**src/rtl/uart_rx_pkg.sv**
```systemverilog
// Package: shared constants and types for the serial receiver.
// Assumes an 8-bit register bus with a two-bit address space.
package uart_rx_pkg;

    // Register addresses decoded by the register block
    localparam int unsigned ADDR_W    = 2;
    localparam logic [ADDR_W-1:0] A_BUF  = 2'd0;
    localparam logic [ADDR_W-1:0] A_STAT = 2'd1;

    // Status bit positions as seen by software
    localparam int unsigned ST_FRAME = 0;
    localparam int unsigned ST_OVER  = 1;
    localparam int unsigned ST_PAR   = 2;
    localparam int unsigned ST_FLAGS = 3;

    // Receive frame sequencer states
    typedef enum logic [2:0] {
        RX_IDLE  = 3'd0,
        RX_START = 3'd1,
        RX_DATA  = 3'd2,
        RX_PAR   = 3'd3,
        RX_STOP  = 3'd4
    } rx_state_t;

    // Result handed from the frame sequencer to the register block
    typedef struct packed {
        logic [7:0] data;
        logic       fer;
        logic       per;
    } rx_result_t;

endpackage

```
**src/rtl/rx_line_sync.sv**
```systemverilog
// Module: rx_line_sync
// Brings the asynchronous serial line into the clock domain through a
// chain of flops. Assumes STAGES >= 2; resets to the idle (high) level.
module rx_line_sync #(
    parameter int unsigned STAGES = 2
) (
    input  logic clk,
    input  logic rst_n,
    input  logic din,
    output logic dout
);

    logic [STAGES-1:0] chain;

    // Shift the raw line through the synchronizer chain
    always_ff @(posedge clk) begin
        if (!rst_n) begin
            chain <= '1;
        end else begin
            chain <= {chain[STAGES-2:0], din};
        end
    end

    assign dout = chain[STAGES-1];

endmodule

```
**src/rtl/rx_frame.sv**
```systemverilog
// Module: rx_frame
// Frame sequencer. On a high-to-low transition of the synchronized line,
// observed at a baud tick, it counts to mid-start, records whether the
// start bit was still low, then samples DATA_W data bits (LSB first), an
// optional parity bit and the stop bit, each at OSR ticks spacing.
// A one-cycle done pulse carries the byte and the error results.
// Assumes baud_tick is a single-cycle pulse at OSR times the bit rate.
// Deasserting en aborts any frame in progress.
module rx_frame
    import uart_rx_pkg::*;
#(
    parameter int unsigned DATA_W = 8,
    parameter int unsigned OSR    = 16
) (
    input  logic        clk,
    input  logic        rst_n,
    input  logic        en,
    input  logic        tick,
    input  logic        rxs,
    input  logic        par_en,
    input  logic        par_odd,
    output logic        done,
    output rx_result_t  res
);

    localparam int unsigned CNT_W = $clog2(OSR);
    localparam int unsigned BIT_W = (DATA_W > 1) ? $clog2(DATA_W) : 1;
    localparam logic [CNT_W-1:0] CNT_MID  = CNT_W'(OSR / 2 - 1);
    localparam logic [CNT_W-1:0] CNT_LAST = CNT_W'(OSR - 1);
    localparam logic [BIT_W-1:0] BIT_LAST = BIT_W'(DATA_W - 1);

    rx_state_t          state;
    logic [CNT_W-1:0]   cnt;
    logic [BIT_W-1:0]   bitn;
    logic [DATA_W-1:0]  shreg;
    logic               prev_lvl;
    logic               start_bad;
    logic               par_bit;
    logic               par_en_q;
    logic               par_odd_q;
    logic               edge_seen;
    logic               at_mid;
    logic               at_last;
    logic               par_exp;

    // Decode of the current tick position and the start edge
    always_comb begin
        edge_seen = prev_lvl && !rxs;
        at_mid    = (cnt == CNT_MID);
        at_last   = (cnt == CNT_LAST);
        par_exp   = (^shreg) ^ par_odd_q;
    end

    // Line level at the previous tick, used for start-edge detection
    always_ff @(posedge clk) begin
        if (!rst_n) begin
            prev_lvl <= 1'b1;
        end else if (tick) begin
            prev_lvl <= rxs;
        end
    end

    // Frame sequencer: start check, data shift, parity and stop sampling
    always_ff @(posedge clk) begin
        if (!rst_n) begin
            state     <= RX_IDLE;
            cnt       <= '0;
            bitn      <= '0;
            shreg     <= '0;
            start_bad <= 1'b0;
            par_bit   <= 1'b0;
            par_en_q  <= 1'b0;
            par_odd_q <= 1'b0;
            done      <= 1'b0;
            res       <= '0;
        end else if (!en) begin
            state <= RX_IDLE;
            cnt   <= '0;
            done  <= 1'b0;
        end else begin
            done <= 1'b0;
            if (tick) begin
                case (state)
                    RX_IDLE: begin
                        if (edge_seen) begin
                            state     <= RX_START;
                            cnt       <= '0;
                            par_en_q  <= par_en;
                            par_odd_q <= par_odd;
                        end
                    end
                    RX_START: begin
                        if (at_mid) begin
                            start_bad <= rxs;
                            cnt       <= '0;
                            bitn      <= '0;
                            state     <= RX_DATA;
                        end else begin
                            cnt <= cnt + 1'b1;
                        end
                    end
                    RX_DATA: begin
                        if (at_last) begin
                            shreg <= {rxs, shreg[DATA_W-1:1]};
                            cnt   <= '0;
                            if (bitn == BIT_LAST) begin
                                state <= par_en_q ? RX_PAR : RX_STOP;
                            end else begin
                                bitn <= bitn + 1'b1;
                            end
                        end else begin
                            cnt <= cnt + 1'b1;
                        end
                    end
                    RX_PAR: begin
                        if (at_last) begin
                            par_bit <= rxs;
                            cnt     <= '0;
                            state   <= RX_STOP;
                        end else begin
                            cnt <= cnt + 1'b1;
                        end
                    end
                    RX_STOP: begin
                        if (at_last) begin
                            done     <= 1'b1;
                            res.data <= shreg;
                            res.fer  <= start_bad || !rxs;
                            res.per  <= par_en_q && (par_bit != par_exp);
                            cnt      <= '0;
                            state    <= RX_IDLE;
                        end else begin
                            cnt <= cnt + 1'b1;
                        end
                    end
                    default: begin
                        state <= RX_IDLE;
                        cnt   <= '0;
                    end
                endcase
            end
        end
    end

endmodule

```
**src/rtl/rx_regs.sv**
```systemverilog
// Module: rx_regs
// Software-visible state: the one-entry receive buffer with its full
// marker and the three error flags. A completed frame has priority over
// a same-cycle status write or buffer read. Read data is combinational.
// Assumes done is a single-cycle pulse from the frame sequencer.
module rx_regs
    import uart_rx_pkg::*;
#(
    parameter int unsigned DATA_W = 8
) (
    input  logic                 clk,
    input  logic                 rst_n,
    input  logic                 done,
    input  rx_result_t           res,
    input  logic [ADDR_W-1:0]    addr,
    input  logic                 rd,
    input  logic                 wr,
    output logic [DATA_W-1:0]    rdata,
    output logic                 full,
    output logic [ST_FLAGS-1:0]  flags
);

    logic [DATA_W-1:0] buf_q;
    logic              stat_wr;
    logic              buf_rd;

    // Bus strobe decode
    always_comb begin
        stat_wr = wr && (addr == A_STAT);
        buf_rd  = rd && (addr == A_BUF);
    end

    // Receive buffer contents, overwritten by every completed frame
    always_ff @(posedge clk) begin
        if (!rst_n) begin
            buf_q <= '0;
        end else if (done) begin
            buf_q <= res.data;
        end
    end

    // Buffer-full marker: set by a frame, cleared by a buffer read
    always_ff @(posedge clk) begin
        if (!rst_n) begin
            full <= 1'b0;
        end else if (done) begin
            full <= 1'b1;
        end else if (buf_rd) begin
            full <= 1'b0;
        end
    end

    // Framing and parity flags follow each frame; a status write clears them
    always_ff @(posedge clk) begin
        if (!rst_n) begin
            flags[ST_FRAME] <= 1'b0;
            flags[ST_PAR]   <= 1'b0;
        end else if (done) begin
            flags[ST_FRAME] <= res.fer;
            flags[ST_PAR]   <= res.per;
        end else if (stat_wr) begin
            flags[ST_FRAME] <= 1'b0;
            flags[ST_PAR]   <= 1'b0;
        end
    end

    // Overrun flag: set on a frame into a full buffer, cleared only by a write
    always_ff @(posedge clk) begin
        if (!rst_n) begin
            flags[ST_OVER] <= 1'b0;
        end else if (done && full) begin
            flags[ST_OVER] <= 1'b1;
        end else if (stat_wr && !done) begin
            flags[ST_OVER] <= 1'b0;
        end
    end

    // Read data multiplexer
    always_comb begin
        rdata = '0;
        case (addr)
            A_BUF:   rdata = buf_q;
            A_STAT:  rdata = DATA_W'(flags);
            default: rdata = '0;
        endcase
    end

endmodule

```
**src/rtl/uart_rx_stat.sv**
```systemverilog
// Module: uart_rx_stat
// Top of the serial receiver: line synchronizer, frame sequencer and the
// register block. Assumes an external 16x baud tick and a synchronous
// active-low reset; the write data value is not used.
module uart_rx_stat
    import uart_rx_pkg::*;
#(
    parameter int unsigned DATA_W      = 8,
    parameter int unsigned OSR         = 16,
    parameter int unsigned SYNC_STAGES = 2
) (
    input  logic              clk,
    input  logic              rst_n,
    input  logic              baud_tick,
    input  logic              rxd,
    input  logic              rx_en,
    input  logic              par_en,
    input  logic              par_odd,
    input  logic [1:0]        addr,
    input  logic              rd,
    input  logic              wr,
    input  logic [7:0]        wdata,
    output logic [7:0]        rdata
);

    logic                rxs;
    logic                frm_done;
    rx_result_t          frm_res;
    logic                frm_fer;
    logic                frm_per;
    logic                buf_full;
    logic [ST_FLAGS-1:0] stat_flags;
    logic                wdata_unused;

    // The status register clears on any write; its data is not used
    assign wdata_unused = ^wdata;
    assign frm_fer = frm_res.fer;
    assign frm_per = frm_res.per;

    rx_line_sync #(
        .STAGES (SYNC_STAGES)
    ) i_sync (
        .clk   (clk),
        .rst_n (rst_n),
        .din   (rxd),
        .dout  (rxs)
    );

    rx_frame #(
        .DATA_W (DATA_W),
        .OSR    (OSR)
    ) i_frame (
        .clk     (clk),
        .rst_n   (rst_n),
        .en      (rx_en),
        .tick    (baud_tick),
        .rxs     (rxs),
        .par_en  (par_en),
        .par_odd (par_odd),
        .done    (frm_done),
        .res     (frm_res)
    );

    rx_regs #(
        .DATA_W (DATA_W)
    ) i_regs (
        .clk   (clk),
        .rst_n (rst_n),
        .done  (frm_done),
        .res   (frm_res),
        .addr  (addr),
        .rd    (rd),
        .wr    (wr),
        .rdata (rdata),
        .full  (buf_full),
        .flags (stat_flags)
    );

endmodule

```
**config.mk**
```make
export PLATFORM = sky130hd
export DESIGN_NAME = uart_rx_stat
export DESIGN_NICKNAME = d
export VERILOG_FILES = /design/src/rtl/uart_rx_pkg.sv /design/src/rtl/rx_line_sync.sv /design/src/rtl/rx_frame.sv /design/src/rtl/rx_regs.sv /design/src/rtl/uart_rx_stat.sv
export SDC_FILE = /design/constraint.sdc
export NUM_CORES = 1
export LEC_CHECK = 0
export BUFFER_PORTS_ARGS = -buffer_cell sky130_fd_sc_hd__clkbuf_2
export CAP_MARGIN = 15
export CELL_PAD_IN_SITES_DETAIL_PLACEMENT = 0
export CELL_PAD_IN_SITES_GLOBAL_PLACEMENT = 2
export CORE_MARGIN = 2
export CORE_UTILIZATION = 33
export CTS_BUF_LIST = sky130_fd_sc_hd__clkbuf_8
export CTS_CLUSTER_SIZE = 40
export DETAILED_ROUTE_END_ITERATION = 16
export HOLD_SLACK_MARGIN = 0.02
export PLACE_DENSITY_LB_ADDON = 0.1
export SYNTH_ARGS = -nofsm -noshare
export SYNTH_HDL_FRONTEND = slang
export SYNTH_SLANG_ARGS = --single-unit
export TNS_END_PERCENT = 20
```
**constraint.sdc**
```tcl
create_clock -name clk -period 2.06 [get_ports clk]
set_clock_uncertainty 0.2 [all_clocks]
set_input_delay 0.206 -clock clk [delete_from_list [all_inputs] [get_ports clk]]
set_output_delay 0.206 -clock clk [all_outputs]
set_load 0.005 [all_outputs]
```
==> impl_metrics.csv <==
group,metric,value,unit
timing,fin_crit_sh,0.9501,
timing,max_freq,510.9,MHz
route,drc,0,
place,place_area,0.002364,mm^2
synth,synth_warnings,0,
status,outcome,"completed",
cells_and_area,drive_gt1_frac,0.1679,
grt,met2_usage,0.1811,
synth,yosysUniqueCellTypes,40,
synth,synth_fp_nets,268,
flow_run,max-cap-violations,0,
timing,final-max-slew-violation-count,0,
synth,syn_avg_cell_area,8.789,um^2
worst_setup_path,critical_path_class,"flop to flop",
route,vias,1664,
route,drtPass1Iterations,4,
cells_and_area,nNetsFinal,296,
route,routed_wl,4403,um
grt,grt.total_usage,0.1319,
grt,antenna_found_initial,0,
timing,whs,52.55,ps
route,wl_per_cell,12.54,um
route,drtIter0Drc,103,
floorplan,initial_utilization,0.3405,
synth,yosys_most_used_dff,"dfxtp_1",
synth,synth-seq-cells,48,
grt,grt_pass1_wl,7652,um
clock_network,clock-sinks,48,
timing,tns,0,ps
synth,netlist_area,0.002162,mm^2
power_and_ir_drop,vdd_drop_max,0.3836,mV
grt,use_met3,0.03210,
timing,slew_headroom,0.5544,
clock_network,cts_buffers,5,
place,gp_congestion,0.7146,
floorplan,die_w,84.94,um
power_and_ir_drop,p_per_area,631.6,mW/mm^2
synth,postSynthCellCount,246,
cells_and_area,fillers,677,
route,ant_nets,0,
floorplan,coreArea,0.006350,mm^2
clock_network,cts_tree,"built",
clock_network,cts_root_buf,"clkbuf_8",
grt,grt_busiest_layer,"met1",
worst_setup_path,required,2100,ps
timing,fin_crit,1957,ps
grt,grtUsageMet1,0.2004,
worst_setup_path,cp-start-kind,"flop",
synth,async_flop_share,0,
timing,setup_violations,0,
clock_network,insertion_delay,300,ps
synth,synth_edf_count,0,
floorplan,dieArea,0.007215,mm^2
timing,tightest_slew,667.4,ps
cells_and_area,fin_area,0.002515,mm^2
floorplan,dieHeight,84.94,um
cells_and_area,num_antenna_cells,0,
place,port_buffers,18,
timing,rsz0062_at_grt,"no",
worst_setup_path,critPathCaptureType,"flop",
clock_network,clkTransAtPathRegs,90,ps
floorplan,rows,29,
hold_path,worstHoldPathType,"input pin to flop",
place,post-dp-hpwl,3096,um
route,avgViaCountPerCell,4.741,
power_and_ir_drop,power.leakage,0.0009939,uW
floorplan,ios,27,
synth,ys_seq_area_frac,0.4444,
grt,grt_overflow,0,
timing,finalHoldViolations,0,
worst_setup_path,crit_arrival,1990,ps
grt,grt_pass1_vias,1562,
clock_network,clk_path_buf_depth,2,
grt,grt_max_degree,39,
clock_network,htreeDepth,2,
cells_and_area,final_util,0.3961,
clock_network,cts_resized,0,
worst_setup_path,r2r_slack,100,ps
cells_and_area,area_delta_synth_final,16.32,%
worst_setup_path,path_max_fanout,11,
worst max-delay path, stage by stage, from the launching register on:
cell     delay, ps
dfxtp_1        660
nor2_2          70
xnor2_1        200
a31oi_2        140
or4_1          490
a21oi_1        130
timing repair:
item,4_1_cts,5_1_grt
buffers inserted,0,0
hold endpoints to repair,6,0
hold buffers,6,0
sequential cells by signal, summed over array words and instances (netlist names), 2 cells and up:
signal and count:
i_frame.res 10, i_frame.shreg 8, i_regs.buf_q 8, i_frame.cnt 4
i_frame.bitn 3, i_frame.state 3, i_regs.flags 3, i_sync.chain 2
per-layer routing:
layer	wire length (um)	vias up
li1	-	881
met1	2466	761
met2	1763	17
met3	116	5
met4	57	0
met5	0	-
cells in the final DEF, fill, tap and decap left out:
| cell | Yosys | routed |
|---|---|---|
| buf_4 | 1 | 11 |
| nor3b_1 | 3 | 3 |
| xnor3_1 | 1 | 1 |
| mux2i_1 | 24 | 24 |
| o2bb2ai_1 | 1 | 1 |
| nand3_1 | 4 | 4 |
| o21ai_0 | 6 | 6 |
| nor2_1 | 38 | 38 |
| clkinv_4 | 0 | 1 |
| a21oi_1 | 22 | 22 |
| nand4_1 | 3 | 3 |
| nor3_1 | 4 | 4 |
| nand2_1 | 32 | 32 |
| and3_1 | 1 | 1 |
| nand4b_1 | 2 | 2 |
| xnor2_1 | 8 | 8 |
| dlygate4sd3_1 | 0 | 6 |
| or2b_2 | 1 | 1 |
| or3_1 | 1 | 1 |
| and3_2 | 1 | 1 |
| a31oi_2 | 1 | 1 |
| dfxtp_1 | 48 | 48 |
| o41ai_2 | 1 | 1 |
| clkbuf_8 | 0 | 6 |
| or4_1 | 1 | 1 |
| ha_1 | 3 | 3 |
| and4bb_2 | 1 | 1 |
| clkbuf_2 | 1 | 18 |
| a31oi_1 | 1 | 1 |
| xor2_2 | 1 | 1 |
| or3_2 | 1 | 1 |
| nand3_2 | 1 | 1 |
| nor2_8 | 1 | 1 |
| nor4_1 | 1 | 1 |
| inv_1 | 5 | 5 |
| nor2b_1 | 1 | 1 |
| and2_1 | 5 | 5 |
| nand3b_1 | 2 | 2 |
| nand2b_1 | 5 | 5 |
| nor2_2 | 1 | 1 |
area by class of cell:
| class | count | area, um^2 | area share |
|---|---|---|---|
| flip-flops and latches | 48 | 960.9 | 0.3821 |
| clock buffers | 6 | 82.58 | 0.03284 |
| clock inverters | 1 | 8.758 | 0.003483 |
| multi-input cells | 179 | 1115 | 0.4433 |
| well taps | 77 | 96.34 | 0.03831 |
| repair buffers | 35 | 232.7 | 0.09254 |
| inverters | 5 | 18.77 | 0.007463 |
power breakdown:
| group | leakage, uW | switching (uW) | internal (uW) |
|---|---|---|---|
| clock | 0.0000473 | 319 | 268 |
| sequential | 0.000387 | 4.19 | 930 |
| combinational | 0.000560 | 38.0 | 28.8 |
metrics by stage:
stage / total power [uW] / worst slack [ps] / cells
global placement: 1016 / 154.5 / 338
detailed placement: 1016 / 151.0 / 338
floorplan: 990.8 / 228.2 / 246
CTS: 1619 / 98.72 / 351
global route: 1668 / 1.322 / 351
finish: 1588 / 102.8 / 351
final timing paths:
check / start / end / depth (start not counted)
max: i_frame.state[1]$_SDFFE_PN0P_ / i_frame.state[2]$_SDFFE_PN0P_ / 5
min: baud_tick / i_frame.prev_lvl$_SDFFE_PN1P_ / 3
max reg2reg: i_frame.state[1]$_SDFFE_PN0P_ / i_frame.state[2]$_SDFFE_PN0P_ / 5
min reg2reg: i_sync.chain[0]$_SDFF_PN1_ / i_sync.chain[1]$_SDFF_PN1_ / 1
Yosys cell counts (5+ instances only):
library cell / number / area [um^2]
dfxtp_1: 48 / 960.9
mux2i_1: 24 / 240.2
inv_1: 5 / 18.77
nand2b_1: 5 / 31.28
nand2_1: 32 / 120.1
a21oi_1: 22 / 110.1
clkbuf_1: 9 / 33.78
nor2_1: 38 / 142.6
o21ai_0: 6 / 30.03
and2_1: 5 / 31.28
xnor2_1: 8 / 70.07
cells by family (layout without fill, tap and decap cells):
logic type,after synthesis,count (layout),share of synthesized area
flip-flops,48,48,0.4444
XOR/XNOR,10,10,0.05035
AND/OR/NAND/NOR,110,110,0.2518
buffers and inverters,19,47,0.03993
adder cells (fa/ha/maj),3,3,0.01736
AO/OA/AOI/OAI,32,32,0.08508
multiplexers,24,24,0.1111
No activity file was read; power rests on OpenSTA's default activity.
